File: src/rtl/mbox_irq_pkg.sv
package mbox_irq_pkg;

    localparam int MB_NUM      = 32;
    localparam int FIFO_MB_NUM = 24;

    localparam int TXQ_EN_BIT  = 24;
    localparam int TXQ_SEL_BIT = 25;
    localparam int RXQ_EN_BIT  = 28;
    localparam int RXQ_SEL_BIT = 29;

    localparam logic [MB_NUM-1:0] RSV_MASK = 32'hCC00_0000;

    typedef enum logic [1:0] {
        LVL_SYNC  = 2'd0,
        LVL_BELOW = 2'd1,
        LVL_AT    = 2'd2,
        LVL_ABOVE = 2'd3
    } rxq_lvl_e;

    typedef struct packed {
        logic txq_en;
        logic txq_sel;
        logic rxq_en;
        logic rxq_sel;
    } queue_ctl_t;

endpackage

File: src/rtl/mbox_irq_enreg.sv
module mbox_irq_enreg
    import mbox_irq_pkg::*;
(
    input  logic              clk,
    input  logic              rst_n,
    input  logic              fifo_mode,
    input  logic              wr_en,
    input  logic [MB_NUM-1:0] wr_data,
    output logic [MB_NUM-1:0] en_q,
    output logic [MB_NUM-1:0] rd_data
);

    logic [MB_NUM-1:0] keep_mask;

    // reserved positions only exist in queue mode
    always_comb begin
        keep_mask = fifo_mode ? ~RSV_MASK : '1;
    end

    always_ff @(posedge clk) begin
        if (!rst_n) begin
            en_q <= '0;
        end else if (wr_en) begin
            en_q <= wr_data & keep_mask;
        end
    end

    always_comb begin
        rd_data = en_q & keep_mask;
    end

endmodule

File: src/rtl/mbox_irq_rxlvl.sv
module mbox_irq_rxlvl
    import mbox_irq_pkg::*;
#(
    parameter int CNT_W      = 3,
    parameter int WARN_LEVEL = 3
) (
    input  logic             clk,
    input  logic             rst_n,
    input  logic [CNT_W-1:0] rxq_count,
    output logic             warn_hit
);

    localparam logic [CNT_W-1:0] WARN_CNT = CNT_W'(WARN_LEVEL);

    rxq_lvl_e state_q;
    rxq_lvl_e state_d;
    rxq_lvl_e zone;
    logic     at_level;

    // zone the current count falls into
    always_comb begin
        at_level = (rxq_count == WARN_CNT);
        if (rxq_count < WARN_CNT) begin
            zone = LVL_BELOW;
        end else if (at_level) begin
            zone = LVL_AT;
        end else begin
            zone = LVL_ABOVE;
        end
    end

    always_comb begin
        state_d = state_q;
        unique case (state_q)
            LVL_SYNC:  state_d = zone;
            LVL_BELOW: state_d = zone;
            LVL_AT:    state_d = zone;
            LVL_ABOVE: state_d = zone;
            default:   state_d = LVL_SYNC;
        endcase
    end

    always_ff @(posedge clk) begin
        if (!rst_n) begin
            state_q <= LVL_SYNC;
        end else begin
            state_q <= state_d;
        end
    end

    // crossing exists only when coming up from below
    always_comb begin
        warn_hit = 1'b0;
        unique case (state_q)
            LVL_BELOW: warn_hit = at_level;
            LVL_SYNC,
            LVL_AT,
            LVL_ABOVE: warn_hit = 1'b0;
            default:   warn_hit = 1'b0;
        endcase
    end

endmodule

File: src/rtl/mbox_irq_route.sv
module mbox_irq_route
    import mbox_irq_pkg::*;
(
    input  logic              fifo_mode,
    input  logic [MB_NUM-1:0] en,
    input  logic [MB_NUM-1:0] mb_done,
    input  logic              queue_evt,
    output logic              req_d
);

    logic [MB_NUM-1:0] hit;

    for (genvar i = 0; i < MB_NUM; i++) begin : g_gate
        if (i < FIFO_MB_NUM) begin : g_shared
            assign hit[i] = mb_done[i] & en[i];
        end else begin : g_normal_only
            assign hit[i] = mb_done[i] & en[i] & ~fifo_mode;
        end
    end

    always_comb begin
        req_d = (|hit) | (fifo_mode & queue_evt);
    end

endmodule

File: src/rtl/mbox_irq_gen.sv
module mbox_irq_gen
    import mbox_irq_pkg::*;
#(
    parameter int CNT_W      = 3,
    parameter int WARN_LEVEL = 3
) (
    input  logic             clk,
    input  logic             rst_n,
    input  logic             fifo_mode,
    input  logic             cfg_wr_en,
    input  logic [31:0]      cfg_wr_data,
    output logic [31:0]      cfg_rd_data,
    input  logic [31:0]      mb_tx_done,
    input  logic [31:0]      mb_rx_done,
    input  logic             txq_done,
    input  logic             txq_empty,
    input  logic             rxq_done,
    input  logic [CNT_W-1:0] rxq_count,
    output logic             tx_irq,
    output logic             rx_irq
);

    logic [MB_NUM-1:0] en_q;
    queue_ctl_t        ctl;
    logic              warn_hit;
    logic              txq_evt;
    logic              rxq_evt;
    logic              tx_req_d;
    logic              rx_req_d;

    mbox_irq_enreg u_enreg (
        .clk       (clk),
        .rst_n     (rst_n),
        .fifo_mode (fifo_mode),
        .wr_en     (cfg_wr_en),
        .wr_data   (cfg_wr_data),
        .en_q      (en_q),
        .rd_data   (cfg_rd_data)
    );

    mbox_irq_rxlvl #(
        .CNT_W      (CNT_W),
        .WARN_LEVEL (WARN_LEVEL)
    ) u_rxlvl (
        .clk       (clk),
        .rst_n     (rst_n),
        .rxq_count (rxq_count),
        .warn_hit  (warn_hit)
    );

    always_comb begin
        ctl.txq_en  = en_q[TXQ_EN_BIT];
        ctl.txq_sel = en_q[TXQ_SEL_BIT];
        ctl.rxq_en  = en_q[RXQ_EN_BIT];
        ctl.rxq_sel = en_q[RXQ_SEL_BIT];
        txq_evt = ctl.txq_en & txq_done & (~ctl.txq_sel | txq_empty);
        rxq_evt = ctl.rxq_en & rxq_done & (~ctl.rxq_sel | warn_hit);
    end

    mbox_irq_route u_tx_route (
        .fifo_mode (fifo_mode),
        .en        (en_q),
        .mb_done   (mb_tx_done),
        .queue_evt (txq_evt),
        .req_d     (tx_req_d)
    );

    mbox_irq_route u_rx_route (
        .fifo_mode (fifo_mode),
        .en        (en_q),
        .mb_done   (mb_rx_done),
        .queue_evt (rxq_evt),
        .req_d     (rx_req_d)
    );

    always_ff @(posedge clk) begin
        if (!rst_n) begin
            tx_irq <= 1'b0;
            rx_irq <= 1'b0;
        end else begin
            tx_irq <= tx_req_d;
            rx_irq <= rx_req_d;
        end
    end

endmodule

File: config.mk
export PLATFORM = sky130hd
export DESIGN_NAME = mbox_irq_gen
export DESIGN_NICKNAME = d
export VERILOG_FILES = /design/src/rtl/mbox_irq_pkg.sv /design/src/rtl/mbox_irq_enreg.sv /design/src/rtl/mbox_irq_rxlvl.sv /design/src/rtl/mbox_irq_route.sv /design/src/rtl/mbox_irq_gen.sv
export SDC_FILE = /design/constraint.sdc
export NUM_CORES = 1
export LEC_CHECK = 0
export ABC_AREA = 0
export BUFFER_PORTS_ARGS = -buffer_cell sky130_fd_sc_hd__buf_2
export CORE_MARGIN = 2
export CORE_UTILIZATION = 44
export CTS_CLUSTER_SIZE = 20
export DETAILED_ROUTE_END_ITERATION = 8
export PLACE_DENSITY = 0.86
export SYNTH_ARGS = -nofsm -noshare
export SYNTH_HDL_FRONTEND = slang
export SYNTH_SLANG_ARGS = --single-unit
File: constraint.sdc
create_clock -name clk -period 3.3 [get_ports clk]
set_input_delay 0.33 -clock clk [delete_from_list [all_inputs] [get_ports clk]]
set_output_delay 0.33 -clock clk [all_outputs]
set_load 0.02 [all_outputs]
==> qor.yml <==
ir_worst_vdd_uv: 212.4
min_period_ps: 1399
fin_tns_setup_ps: 0
ctsResizeCount: 0
cts_sinks: 36
drive_gt1_share_pct: 48.53
muxShareOfSynthArea_pct: 14.54
synth_area_um2: 1928
power_frac_clock_pct: 30.9
grt_usage_pct: 23.17
clkTransAtPathRegs_ps: 70
synth_compound_area_share_pct: 19.21
fp.dieH_um: 70.20
synth_xor_area_share_pct: 0
start_kind: "flip-flop"
critPathLaunch: "u_enreg.en_q[4]"
crit_end: "tx_irq"
crit_arrival_ps: 1570
timing.fmax_mhz: 714.9
drv_cap: 0
grt_max_degree: 37
cts_hold_buf: 0
io_buffers: 139
nets: 412
combPwrFrac_pct: 21.2
htree_levels: 2
seq_area_frac_synth_pct: 37.38
slew_headroom_pct: 39.37
place.gp.congestion: 0.9002
critPathKind: "flip-flop to flip-flop"
postLayoutSetupSlackWorst_ps: 1901
post-cts-setup-buffer-count: 0
regArea_um2: 720.7
dr.first_iter.drc_count: 155
grt_pass1_wl_um: 8983
power_mw: 1.026
grt_pass1_vias: 1878
rrSetupSlack_ps: 1900
ys.flop_type: "dfxtp_1"
fillCellCount: 408
hpwl_um: 4356
drcViolationCount: 0
coreArea_um2: 4294
r2r_start: "u_enreg.en_q[4]"
tightest_slew_ps: 909.4
seqPwrFrac_pct: 47.8
power_switching_mw: 0.2824
start_util_pct: 44.90
num_rows: 24
synth-simple-area-share_pct: 15.70
synth_adder_area_share_pct: 0
cts_tree: "done"
io_pins: 140
finalClockSkew_ps: 5.161
numCtsBuffers: 5
ys_seq_elements: 36
dr_total_vias: 1873
drt-total-wl_um: 5540
syn_avg_cell_area_um2: 9.888
cp_slowest_stage_delay_ps: 340
worst_ep_required_time_ps: 3470
synthesis.nets: 301
synth_edf_count: 0
wl_per_cell_um: 15.43
postSynthCellCount: 195
design_area_um2: 2532
critical-path-slowest-cell: "dfxtp_1"
period_share_pct: 42.39
antennaDiodeCount: 0
hold_path.class: "input port to flip-flop"
viasPerCell: 5.217
rsz0062_at_grt: "false"
maxSlewViolCount: 0
power.leakage_nw: 1.270
synth_cell_types: 21
cp_max_fo: 4
fin_util_pct: 58.97
critPathCaptureType: "flip-flop"
r2r_end: "tx_irq"
grt_overflow: 0
post_dp_cell_area_um2: 2442
finalSetupViolations: 0
yosys_warnings: 0
r2r_cells: 4
drt_first_pass_iters: 4
multiInputGateArea_um2: 953.4
p_sw_share_pct: 27.52
dp_slack_ps: 1624
die_w_um: 70.20
synth_top_family_by_area: "compound AO/OA/AOI/OAI gates"
final_common_cell: "buf_2"
cts_buffer_depth: 2
root_buffer: "clkbuf_8"
status: "complete, no violations"
area_delta_synth_final_pct: 31.34
power.density_nw_per_um2: 405.1
clock_latency_ps: 280
synthArstFlopShare_pct: 0
dieArea_um2: 4927
antenna_found_initial: 0
mostFrequentLayoutCells: "buf_2 (139), nor2b_1 (42), dfxtp_1 (36)"
intPower_mw: 0.7435
hold_violations: 0
path_cells: "a22o_1, a221oi_1, nand4_1, o31a_1"
ant_nets: 0
[registers in the layout, summed over array words and instances (netlist names)]
| signal | count |
|---|---|
| u_enreg.en_q | 32 |
| rx_irq | 1 |
| tx_irq | 1 |
| u_rxlvl.state_q | 2 |
[power by group through the flow]
stage	Sequential (mW)	Clock, mW	Combinational, mW
floorplan	0.492	0	0.142
detailed placement	0.500	0	0.218
global placement	0.499	0	0.214
global route	0.495	0.352	0.239
CTS	0.490	0.323	0.219
finish	0.491	0.317	0.218
[per-stage QoR]
stage | hold slack [ps] | std cells
after floorplan | 453.8 | 195
after global placement | 538.8 | 351
after detailed placement | 545.7 | 351
after CTS | 287.3 | 359
after global routing | 288.3 | 359
final | 292.4 | 359
[cell usage after synthesis, types with 2 or more instances]
library cell  instances  area share, %
inv_1                 2           0.39
clkbuf_1              3           0.58
a22oi_1              22            8.6
mux2i_1              28             15
a221oi_1              2           0.91
nand4_1               5            1.6
nor2b_1              42             14
buf_4                30             12
buf_2                 2           0.52
a221oi_2              3            2.3
dfxtp_1              36             37
a21oi_1               5            1.3
a22o_1                5            2.3
a41oi_1               3            1.4
[cell families (layout without fill, tap and decap cells)]
logic type             count (synthesis)  after routing
AOI/OAI and AO/OA                     45             45
buffers and inverters                 37            149
DFF                                   36             36
muxes                                 28             28
and+or+nand+nor                       49             49
[routing by layer]
| metal | global-route usage [%] | share of wire (%) | vias up |
|---|---|---|---|
| li1 | - | - | 911 |
| met1 | 29.42 | 42 | 846 |
| met2 | 38.94 | 48 | 99 |
| met3 | 4.762 | 7.7 | 17 |
| met4 | 8.120 | 2.5 | 0 |
| met5 | 0 | 0 | - |
[how the worst min path moves through the flow]
stage                                 from            endpoint  slack, ps  cells after the start
final                         rxq_count[2]  u_rxlvl.state_q[0]        290                      2
after global routing          rxq_count[2]  u_rxlvl.state_q[0]        290                      2
after CTS                     rxq_count[2]  u_rxlvl.state_q[0]        290                      2
after detailed placement  u_enreg.en_q[21]    u_enreg.en_q[21]        550                      2
after global placement     u_enreg.en_q[0]     u_enreg.en_q[0]        540                      2
after floorplan               rxq_count[2]  u_rxlvl.state_q[0]        450                      1
[worst max-delay path, delay by kind of cell, from the launching register on]
kind | cells | cell delay [ps]
AOI/OAI and AO/OA | 3 | 800
DFF | 1 | 340
and+or+nand+nor | 1 | 150
[final cells by class]
class                           count  share of cell area (%)
Multi-Input combinational cell    122                   37.65
Sequential cell                    36                   28.46
Timing Repair Buffer              139                   27.47
Clock buffer                        8                   3.557
Tap cell                           52                   2.569
Inverter                            2                  0.2964
(Power assumes the default switching activity.)
